[config.mk]
export PLATFORM = sky130hd
export DESIGN_NAME = ms_check_node
export DESIGN_NICKNAME = d
export VERILOG_FILES = /design/src/rtl/cn_pkg.sv /design/src/rtl/cn_min_search.sv /design/src/rtl/cn_sign_parity.sv /design/src/rtl/cn_edge_out.sv /design/src/rtl/ms_check_node.sv
export SDC_FILE = /design/constraint.sdc
export NUM_CORES = 1
export LEC_CHECK = 0
export ABC_AREA = 1
export BUFFER_PORTS_ARGS = -buffer_cell sky130_fd_sc_hd__buf_2
export CELL_PAD_IN_SITES_DETAIL_PLACEMENT = 1
export CELL_PAD_IN_SITES_GLOBAL_PLACEMENT = 2
export CORE_AREA = 2 2 161 163
export DETAILED_ROUTE_END_ITERATION = 12
export DIE_AREA = 0 0 163 165
export GPL_ROUTABILITY_DRIVEN = 0
export MAX_ROUTING_LAYER = met4
export PLACE_DENSITY_LB_ADDON = 0.1
export SYNTH_ARGS = -nofsm -noshare
export SYNTH_HDL_FRONTEND = slang
export SYNTH_SLANG_ARGS = --single-unit
[constraint.sdc]
create_clock -name clk -period 11.3 [get_ports clk]
set_clock_uncertainty 0.1 [all_clocks]
set_input_delay 1.13 -clock clk [delete_from_list [all_inputs] [get_ports clk]]
set_output_delay 1.13 -clock clk [all_outputs]
set_load 0.05 [all_outputs]
[src/rtl/cn_pkg.sv]
// cn_pkg: default geometry and offset for the check node processor.
// Assumes: every module of the block takes these as parameter defaults.
package cn_pkg;
    localparam int CN_EDGES_DEF  = 8;  // lanes per check row
    localparam int CN_MAG_W_DEF  = 5;  // magnitude bits per message
    localparam int CN_OFFSET_DEF = 1;  // offset in magnitude LSBs
endpackage

[src/rtl/cn_min_search.sv]
// cn_min_search: finds the smallest and second-smallest magnitude among the
// connected lanes, and the lowest lane index that holds the smallest.
// Assumes: EDGES >= 2. With no connected lane both minima read all ones.
module cn_min_search #(
    parameter int EDGES = cn_pkg::CN_EDGES_DEF,
    parameter int MAG_W = cn_pkg::CN_MAG_W_DEF,
    localparam int IDX_W = $clog2(EDGES)
) (
    input  logic [EDGES*MAG_W-1:0] mag_flat,
    input  logic [EDGES-1:0]       en,
    output logic [MAG_W-1:0]       min1,
    output logic [MAG_W-1:0]       min2,
    output logic [IDX_W-1:0]       min1_idx
);
    // Linear scan: a strictly smaller value shifts min1 down into min2.
    always_comb begin
        min1     = '1;
        min2     = '1;
        min1_idx = '0;
        for (int i = 0; i < EDGES; i++) begin
            if (en[i]) begin
                if (mag_flat[i*MAG_W +: MAG_W] < min1) begin
                    min2     = min1;
                    min1     = mag_flat[i*MAG_W +: MAG_W];
                    min1_idx = IDX_W'(i);
                end else if (mag_flat[i*MAG_W +: MAG_W] < min2) begin
                    min2 = mag_flat[i*MAG_W +: MAG_W];
                end
            end
        end
    end
endmodule

[src/rtl/cn_sign_parity.sv]
// cn_sign_parity: XOR of the signs of all connected lanes.
// Assumes: disconnected lanes may carry any sign and must not count.
module cn_sign_parity #(
    parameter int EDGES = cn_pkg::CN_EDGES_DEF
) (
    input  logic [EDGES-1:0] sign_vec,
    input  logic [EDGES-1:0] en,
    output logic             parity
);
    // Masked reduction XOR over the connected lanes.
    always_comb parity = ^(sign_vec & en);
endmodule

[src/rtl/cn_edge_out.sv]
// cn_edge_out: forms one lane's outgoing message from the shared min pair
// and the row parity. It picks min2 for the minimum lane and min1 otherwise,
// applies a floored offset, removes the lane's own sign and suppresses
// negative zero.
// Assumes: OFFSET < 2**MAG_W; a disconnected lane is forced to zero.
module cn_edge_out #(
    parameter int MAG_W  = cn_pkg::CN_MAG_W_DEF,
    parameter int OFFSET = cn_pkg::CN_OFFSET_DEF
) (
    input  logic             en,
    input  logic             own_sign,
    input  logic             is_min,
    input  logic [MAG_W-1:0] min1,
    input  logic [MAG_W-1:0] min2,
    input  logic             parity,
    output logic [MAG_W:0]   msg
);
    localparam logic [MAG_W-1:0] OFS = MAG_W'(OFFSET);

    logic [MAG_W-1:0] sel_mag;
    logic [MAG_W-1:0] res_mag;
    logic             res_sgn;

    // Exclude the lane itself from the minimum it is given.
    always_comb sel_mag = is_min ? min2 : min1;

    // Offset subtraction, floored at zero.
    always_comb res_mag = (sel_mag > OFS) ? (sel_mag - OFS) : '0;

    // Sign of the other lanes; positive whenever the magnitude is zero.
    always_comb res_sgn = (parity ^ own_sign) & (res_mag != '0);

    // Pack the lane, or drive zero when the lane is not connected.
    always_comb msg = en ? {res_sgn, res_mag} : '0;
endmodule

[src/rtl/ms_check_node.sv]
// ms_check_node: offset min-sum check node processor with one register
// stage. Lane i of each bus is {sign, magnitude} at [i*MSG_W +: MSG_W].
// Assumes: synchronous active-low reset; outputs load only on in_valid.
module ms_check_node
    import cn_pkg::*;
#(
    parameter int EDGES  = CN_EDGES_DEF,
    parameter int MAG_W  = CN_MAG_W_DEF,
    parameter int OFFSET = CN_OFFSET_DEF,
    localparam int MSG_W = MAG_W + 1,
    localparam int BUS_W = EDGES * MSG_W,
    localparam int IDX_W = $clog2(EDGES)
) (
    input  logic             clk,
    input  logic             rst_n,
    input  logic             in_valid,
    input  logic [EDGES-1:0] edge_en,
    input  logic [BUS_W-1:0] v2c_msg,
    output logic             out_valid,
    output logic [BUS_W-1:0] c2v_msg
);
    localparam logic [MAG_W-1:0] MAX_MAG  = '1;
    localparam logic [MAG_W-1:0] LONE_MAG =
        (int'(MAX_MAG) > OFFSET) ? MAG_W'(int'(MAX_MAG) - OFFSET) : '0;

    logic [EDGES*MAG_W-1:0] mag_flat;
    logic [EDGES-1:0]       sign_vec;
    logic [MAG_W-1:0]       min1, min2;
    logic [IDX_W-1:0]       min1_idx;
    logic                   parity;
    logic [BUS_W-1:0]       next_msg;

    // Split each lane into its sign and magnitude fields.
    always_comb begin
        for (int i = 0; i < EDGES; i++) begin
            mag_flat[i*MAG_W +: MAG_W] = v2c_msg[i*MSG_W +: MAG_W];
            sign_vec[i]                = v2c_msg[i*MSG_W + MAG_W];
        end
    end

    cn_min_search #(.EDGES(EDGES), .MAG_W(MAG_W)) u_min (
        .mag_flat (mag_flat),
        .en       (edge_en),
        .min1     (min1),
        .min2     (min2),
        .min1_idx (min1_idx)
    );

    cn_sign_parity #(.EDGES(EDGES)) u_par (
        .sign_vec (sign_vec),
        .en       (edge_en),
        .parity   (parity)
    );

    for (genvar g = 0; g < EDGES; g++) begin : g_lane
        cn_edge_out #(.MAG_W(MAG_W), .OFFSET(OFFSET)) u_out (
            .en       (edge_en[g]),
            .own_sign (sign_vec[g]),
            .is_min   (min1_idx == IDX_W'(g)),
            .min1     (min1),
            .min2     (min2),
            .parity   (parity),
            .msg      (next_msg[g*MSG_W +: MSG_W])
        );
    end

    // Output register: valid follows input each cycle, data loads on valid.
    always_ff @(posedge clk) begin
        if (!rst_n) begin
            out_valid <= 1'b0;
            c2v_msg   <= '0;
        end else begin
            out_valid <= in_valid;
            if (in_valid) c2v_msg <= next_msg;
        end
    end

    // Handshake and hold checks on the output register.
    p_valid_follows_r8: assert property (@(posedge clk) disable iff (!rst_n)
        in_valid |=> out_valid);
    p_valid_idle_r8: assert property (@(posedge clk) disable iff (!rst_n)
        !in_valid |=> !out_valid);
    p_hold_idle_r9: assert property (@(posedge clk) disable iff (!rst_n)
        !in_valid |=> $stable(c2v_msg));

    // Per-lane output checks.
    for (genvar g = 0; g < EDGES; g++) begin : g_chk
        p_no_neg_zero_r6: assert property (@(posedge clk) disable iff (!rst_n)
            (c2v_msg[g*MSG_W +: MAG_W] == '0) |-> !c2v_msg[g*MSG_W + MAG_W]);
        p_disabled_zero_r7: assert property (@(posedge clk) disable iff (!rst_n)
            (in_valid && !edge_en[g]) |=> (c2v_msg[g*MSG_W +: MSG_W] == '0));
        p_lone_edge_r4: assert property (@(posedge clk) disable iff (!rst_n)
            (in_valid && edge_en == (EDGES'(1) << g))
            |=> (c2v_msg[g*MSG_W +: MAG_W] == LONE_MAG));
    end
endmodule

==> results.json, run 1 <==
{
  "insertion_delay_ns": 0.31,
  "placed_cells": 1820,
  "combPwrFrac_pct": 86.8,
  "yosysUniqueCellTypes": 47,
  "drc_errors": 0,
  "synth_flop_cell": "dfxtp_1",
  "fp.dieH_um": 165,
  "cpPeakStageDelay_ns": 0.30,
  "maxCapViolCount": 0,
  "io_pins": 108,
  "crit_path_start_kind": "input pin",
  "postLayoutCoreUtil_pct": 42.5,
  "synth_edf_count": 0,
  "die_w_um": 163,
  "async_reset_ff_share_pct": 0,
  "h-tree-depth": 2,
  "syn_area_um2": 6710,
  "crit_buf_inv": 21,
  "path_class": "in2reg",
  "fillers": 3377,
  "power_switching_uw": 1480,
  "drv_slew": 0,
  "grt_max_degree": 49,
  "seq_area_frac_synth_pct": 14.6,
  "numCtsBuffers": 5,
  "ys_ff_latch": 49,
  "antenna_found_initial": 0,
  "rsz0062_at_grt": "yes",
  "hold_violations": 0,
  "synth_area_per_cell_um2": 5.68,
  "initial_utilization_pct": 26.8,
  "layout.area.seq_um2": 981,
  "outcome": "finished, final reports clean",
  "fmax_ghz": 0.0911,
  "stdcell_count": 1874,
  "via_per_inst": 4.69,
  "critical_path.top_delay_family": "simple AND/OR/NAND/NOR gates",
  "fin_tns_setup_ns": 0,
  "tightestPinTransition_ns": 0.667,
  "track_usage_pct": 19.9,
  "slew_headroom_pct": 55.5,
  "grt_busiest_layer": "met2",
  "grt_pass1_wl_um": 42400,
  "cpMaxStageDelayCell": "ha_1",
  "path_clk_slew_ns": 0.07,
  "stdcell_area_um2": 10600,
  "grt_use_met1_pct": 24.0,
  "met3_usage_pct": 1.68,
  "cpMostUsedCell": "nand2_4",
  "synth_warnings": 0,
  "nets": 1661,
  "vias": 8787,
  "clock_path_buffers": 2,
  "clkPwrFrac_pct": 5.4,
  "min_period_over_period_pct": 97.1,
  "finalWirelength_um": 27200,
  "syn-instance-count": 1180,
  "syn_to_final_growth_pct": 58.8,
  "drive_above_1_share_pct": 39.4,
  "rows": 58,
  "seqPwrFrac_pct": 7.8,
  "worstPathRequired_ns": 11.37,
  "cts_tree": "done",
  "whs_ns": 0.362,
  "drt_iter0_drc": 192,
  "syn-num-nets": 1298,
  "end_kind": "flop",
  "ant_nets": 0,
  "portBuffers": 107,
  "swShare_pct": 51.0,
  "clock-sinks": 49,
  "core_um2": 25000,
  "ir_drop_mv": 0.0885,
  "firstDrtPassIters": 4,
  "antennaDiodeCount": 0,
  "worstPathArrival_ns": 11.05,
  "root_buffer": "clkbuf_16",
  "die_area_um2": 26900,
  "gr-total-overflow": 0,
  "gr-usage-met2_pct": 36.3,
  "min_period_ns": 10.97,
  "setup_viol": 0,
  "p_int_uw": 1420,
  "cp_max_fo": 8,
  "post_dp_cell_area_um2": 9280,
  "place_hpwl_um": 21700,
  "wl_per_cell_um": 14.5,
  "grt_pass1_vias": 8713,
  "multi_input_area_um2": 5850,
  "leakage_uw": 0.00554,
  "min_path_type": "reg2reg",
  "power.density_nw_per_um2": 273
}
==> worst paths after layout <==
path,start,end,slack [ns],depth (start not counted)
setup reg to reg,c2v_msg[1],c2v_msg[1],10.52,2
hold reg to reg,c2v_msg[23],c2v_msg[23],0.36,2
hold / removal,c2v_msg[23],c2v_msg[23],0.36,2
setup / recovery,edge_en[0],c2v_msg[35],0.33,85
==> layout make-up <==
type                            count  share of cell area [%]
Clock buffer                        7                    1.25
Multi-Input combinational cell    935                    54.9
Clock inverter                      1                  0.0705
Tap cell                          330                    3.88
Inverter                          178                    6.53
Sequential cell                    49                    9.21
Timing Repair Buffer              374                    24.1
==> flip-flops by register name (all words and copies together) (netlist names) <==
name / count
c2v_msg: 48
out_valid: 1
==> logic make-up after synthesis <==
family,count (synthesis),share of synthesized area [%]
adder cells (fa/ha/maj),59,11.0
flip-flops,49,14.6
AO/OA/AOI/OAI,220,18.4
buffers and inverters,197,11.4
XOR/XNOR,12,1.57
AND/OR/NAND/NOR,643,43.1
==> cells in the mapped netlist (2+ instances only) <==
cell | number | area [µm²]
a211oi_1 | 8 | 60.1
a21oi_1 | 78 | 390
a21oi_2 | 3 | 26.3
a221o_1 | 2 | 20.0
a22oi_1 | 9 | 67.6
and3_1 | 2 | 12.5
buf_2 | 2 | 10.0
clkbuf_1 | 16 | 60.1
dfxtp_1 | 49 | 981
ha_1 | 59 | 738
inv_1 | 162 | 608
inv_2 | 10 | 37.5
inv_4 | 5 | 31.3
nand2_1 | 390 | 1460
nand2_2 | 10 | 62.6
nand2_4 | 5 | 56.3
nand3_1 | 119 | 596
nand3_2 | 5 | 50.1
nand3_4 | 2 | 35.0
nand3b_1 | 6 | 45.0
nand4_1 | 22 | 138
nor2_1 | 63 | 236
nor2_4 | 2 | 22.5
nor2_8 | 4 | 80.1
o211ai_1 | 5 | 37.5
o21ai_0 | 72 | 360
o21ai_1 | 27 | 135
o21ai_2 | 4 | 35.0
o21bai_1 | 5 | 37.5
or2_2 | 7 | 43.8
xnor2_1 | 7 | 61.3
xor2_1 | 5 | 43.8
==> timing repair <==
| action | CTS | global route |
|---|---|---|
| setup endpoints to repair | 42 | 42 |
| resized for setup | 34 | 219 |
| setup buffers | 10 | 36 |
| hold buffers | 0 | 0 |
| cloned | 1 | 0 |
| pin swaps | 13 | 71 |
==> through the flow <==
stage	total power, µW	setup slack (ns)
after floorplan	1450	0.0340
after global placement	2380	-0.337
after detailed placement	2420	-0.695
after CTS	2630	0.0253
after global routing	3210	-0.385
final	2910	0.326
==> worst reg2reg max path: stages, from the launching register on <==
cell and delay (ns):
dfxtp_1 0.38, nand2_1 0.08, a21oi_1 0.15
==> power by group through the flow <==
stage	combinational, µW	sequential [µW]	clock, µW
finish	2530	228	156
global route	2810	232	170
CTS	2240	228	162
detailed placement	2190	232	0
global placement	2150	232	0
floorplan	1090	358	0
==> per-layer routing <==
metal | part of all wire, % | vias to the layer above
met5 | 0 | -
met4 | 1.6 | 0
met1 | 44 | 4092
met2 | 52 | 90
met3 | 2.3 | 23
li1 | - | 4582
==> placed cells by master, fill, tap and decap left out, drive strengths merged <==
cell type	n
a21boi	1
o21ai	104
and3	2
nor4	1
nand3b	6
o21a	1
inv	177
a31oi	1
nand2	405
ha	59
buf	374
a221o	2
a22oi	9
o211ai	5
or2	8
o2bb2ai	1
nor3	2
o22ai	1
a21oi	81
o21bai	6
dfxtp	49
a211oi	8
nor2	70
xnor2	7
clkbuf	7
clkinv	1
and2	1
nand3	127
xor2	5
nand4	22
clkinvlp	1
Power figures use the tool's default switching activity.
==> run 2: changes to the inputs <==
CELL_PAD_IN_SITES_GLOBAL_PLACEMENT = 1   (was 2)
CORE_AREA = 2 2 153 155   (was 2 2 161 163)
DIE_AREA = 0 0 155 157   (was 0 0 163 165)
SYNTH_HIERARCHICAL = 1   (was default)
==> run 2 against run 1 <==
Against the previous run:
- non-clock buffer count is 37 lower
- wire length grew 13%
- combinational power up 22%
- the flow now finishes with violations (negative setup slack)
- critical path type unchanged
- area after synthesis grew 24%
==> results.json, run 2 <==
{
  "outcome": "finished with violations",
  "violations": "negative setup slack",
  "hold_violations": 0,
  "synth_area_per_cell_um2": 5.75,
  "rsz0062_at_grt": "yes",
  "path_class": "in2reg",
  "yosysTopAreaCellShare_pct": 18.6,
  "drive_above_1_share_pct": 41.9,
  "setup.worst_path.start": "edge_en[0]",
  "portBuffers": 107,
  "setup_viol": 12,
  "crit_buf_inv": 16,
  "crit_path_start_kind": "input pin",
  "fp.dieH_um": 157,
  "grt_max_degree": 98,
  "dp_slack_ns": -0.722,
  "root_buffer": "clkbuf_16",
  "final_cell_mix": "372 x nand2_1, 206 x inv_1, 198 x buf_4",
  "maxCapViolCount": 0,
  "reg2reg_slack_ns": 10.54,
  "place_hpwl_um": 22200,
  "syn_area_um2": 8320,
  "holdPathStages": 2,
  "seq_area_frac_synth_pct": 11.8,
  "synth_warnings": 6,
  "clock_path_buffers": 2,
  "cp_max_fo": 7,
  "largest-register": "c2v_msg",
  "synth.area.top_cells": "nand2_1 19%, dfxtp_1 12%, inv_1 10%",
  "clock-sinks": 49,
  "nets": 1878,
  "h-tree-depth": 2,
  "track_usage_pct": 22.5,
  "multi_input_area_um2": 7160,
  "tightestPinTransition_ns": 0.913,
  "vias": 10000,
  "r2r-end": "c2v_msg[13]",
  "yosysUniqueCellTypes": 37,
  "insertion_delay_ns": 0.30,
  "die_w_um": 155,
  "synth_area_leader_cell": "nand2_1",
  "die_area_um2": 24300,
  "initial_utilization_pct": 37.0,
  "grt_pass1_vias": 9858,
  "via_per_inst": 4.89,
  "cpPeakStageDelay_ns": 0.34,
  "syn_to_final_growth_pct": 45.7,
  "min_from": "c2v_msg[33]",
  "worst_slack_ns": -0.109,
  "synth_commonest_cells": "412 x nand2_1, 223 x inv_1, 192 x nor2_1",
  "drc_errors": 0,
  "slew_headroom_pct": 39.2,
  "core_um2": 22500,
  "reg2reg_depth": 2,
  "wl_per_cell_um": 15.0,
  "firstDrtPassIters": 4,
  "ir_drop_mv": 0.0936,
  "antenna_found_initial": 0,
  "ant_nets": 0,
  "reg_top3": "c2v_msg (48), out_valid (1)",
  "ys_ff_latch": 49,
  "worstPathArrival_ns": 11.55,
  "syn-instance-count": 1447,
  "layout_commonest_cell": "nand2_1",
  "rows": 55,
  "drt_iter0_drc": 275,
  "layout.area.seq_um2": 981,
  "power.density_nw_per_um2": 286,
  "min_period_ns": 11.41,
  "hold_end": "c2v_msg[33]",
  "synth_edf_count": 0,
  "cpMaxStageDelayCell": "ha_1",
  "largest_register_ffs": 48,
  "cts_tree": "done",
  "gr-total-overflow": 0,
  "syn-num-nets": 1565,
  "grt_pass1_wl_um": 44800,
  "finalWirelength_um": 30700,
  "worstPathRequired_ns": 11.44,
  "cpMostUsedCell": "nand2_2",
  "fmax_ghz": 0.0876,
  "path_clk_slew_ns": 0.07,
  "io_pins": 108,
  "min_period_over_period_pct": 101,
  "reg2reg_from": "c2v_msg[13]",
  "end_kind": "flop",
  "antennaDiodeCount": 0,
  "async_reset_ff_share_pct": 0,
  "drv_slew": 0,
  "leakage_uw": 0.00658,
  "synth_flop_cell": "dfxtp_1",
  "fillers": 3085,
  "finalPower_uw": 3470,
  "min_path_type": "reg2reg",
  "critical_path.top_delay_family": "simple AND/OR/NAND/NOR gates",
  "numCtsBuffers": 5,
  "yosysMostFrequentCell": "nand2_1"
}
run 2: changes by cell type after synthesis, sizes merged, moves of 18 or more:
cell	change
inv	+76
a21oi	-54
nand2	+154
buf	+28
nand3	-44
nor2	+133
o21ai	-18
run 2: repair_timing:
item                                    4_1_cts  5_1_grt
buffers inserted                              7       45
gates resized for setup                      26      270
pin swaps                                    13      116
gates cloned                                  1        2
endpoints found under the setup margin       48       48
hold buffers                                  0        0
run 2: per-layer routing:
layer | global-route usage, % | vias to the layer above | part of all wire, %
li1 | - | 5124 | -
met1 | 27.7 | 4744 | 44
met2 | 41.3 | 118 | 53
met3 | 1.65 | 26 | 1.6
met4 | 3.00 | 0 | 1.1
met5 | - | - | 0
run 2: worst min-delay path: stages, from the launching register on:
cell,delay [ns]
dfxtp_1,0.32
nor2_1,0.04
nor2_1,0.07
run 2: per-stage QoR:
step	utilization [%]	cell area [µm²]	std cells	TNS, ns	hold slack [ns]
6_report	53.9	12100	2046	-0.575	0.365
5_1_grt	53.9	12100	2046	-25.99	0.391
4_1_cts	47.2	10600	1999	0	0.374
3_5_place_dp	46.1	10400	1983	-27.88	0.364
3_3_place_gp	46.1	10400	1983	-2.01	0.353
2_1_floorplan	-	8390	1447	0	0.589
run 2: cells by family after synthesis:
family | after synthesis | synth area share (%)
adder cells (fa/ha/maj) | 59 | 8.87
buffers and inverters | 289 | 15.7
AND/OR/NAND/NOR | 897 | 52.6
flip-flops | 49 | 11.8
AO/OA/AOI/OAI | 153 | 11.1
run 2: worst max path at each step:
| stage | to | slack (ns) | depth (start not counted) |
|---|---|---|---|
| floorplan | c2v_msg[47] | 0.03 | 87 |
| global placement | c2v_msg[41] | -0.17 | 80 |
| detailed placement | c2v_msg[47] | -0.72 | 79 |
| CTS | c2v_msg[29] | 0.02 | 84 |
| global route | c2v_msg[35] | -0.71 | 84 |
| finish | c2v_msg[17] | -0.11 | 82 |
run 2: power by group:
| group | leakage [µW] | total, µW | switching, µW | internal, µW |
|---|---|---|---|---|
| Combinational | 0.00610 | 3090 | 1790 | 1300 |
| Sequential | 0.000406 | 214 | 13.3 | 201 |
| Clock | 0.0000768 | 159 | 71.0 | 88.4 |
| Total | 0.00658 | 3470 | 1870 | 1590 |
run 2: layout make-up:
| cell class | count | share of cell area, % |
|---|---|---|
| clock buffers | 6 | 1.15 |
| repair inverters | 1 | 0.0516 |
| multi-input cells | 1110 | 59.0 |
| repair buffers | 337 | 20.0 |
| well taps | 285 | 2.94 |
| inverters | 256 | 8.68 |
| clock inverters | 2 | 0.113 |
| flip-flops and latches | 49 | 8.09 |
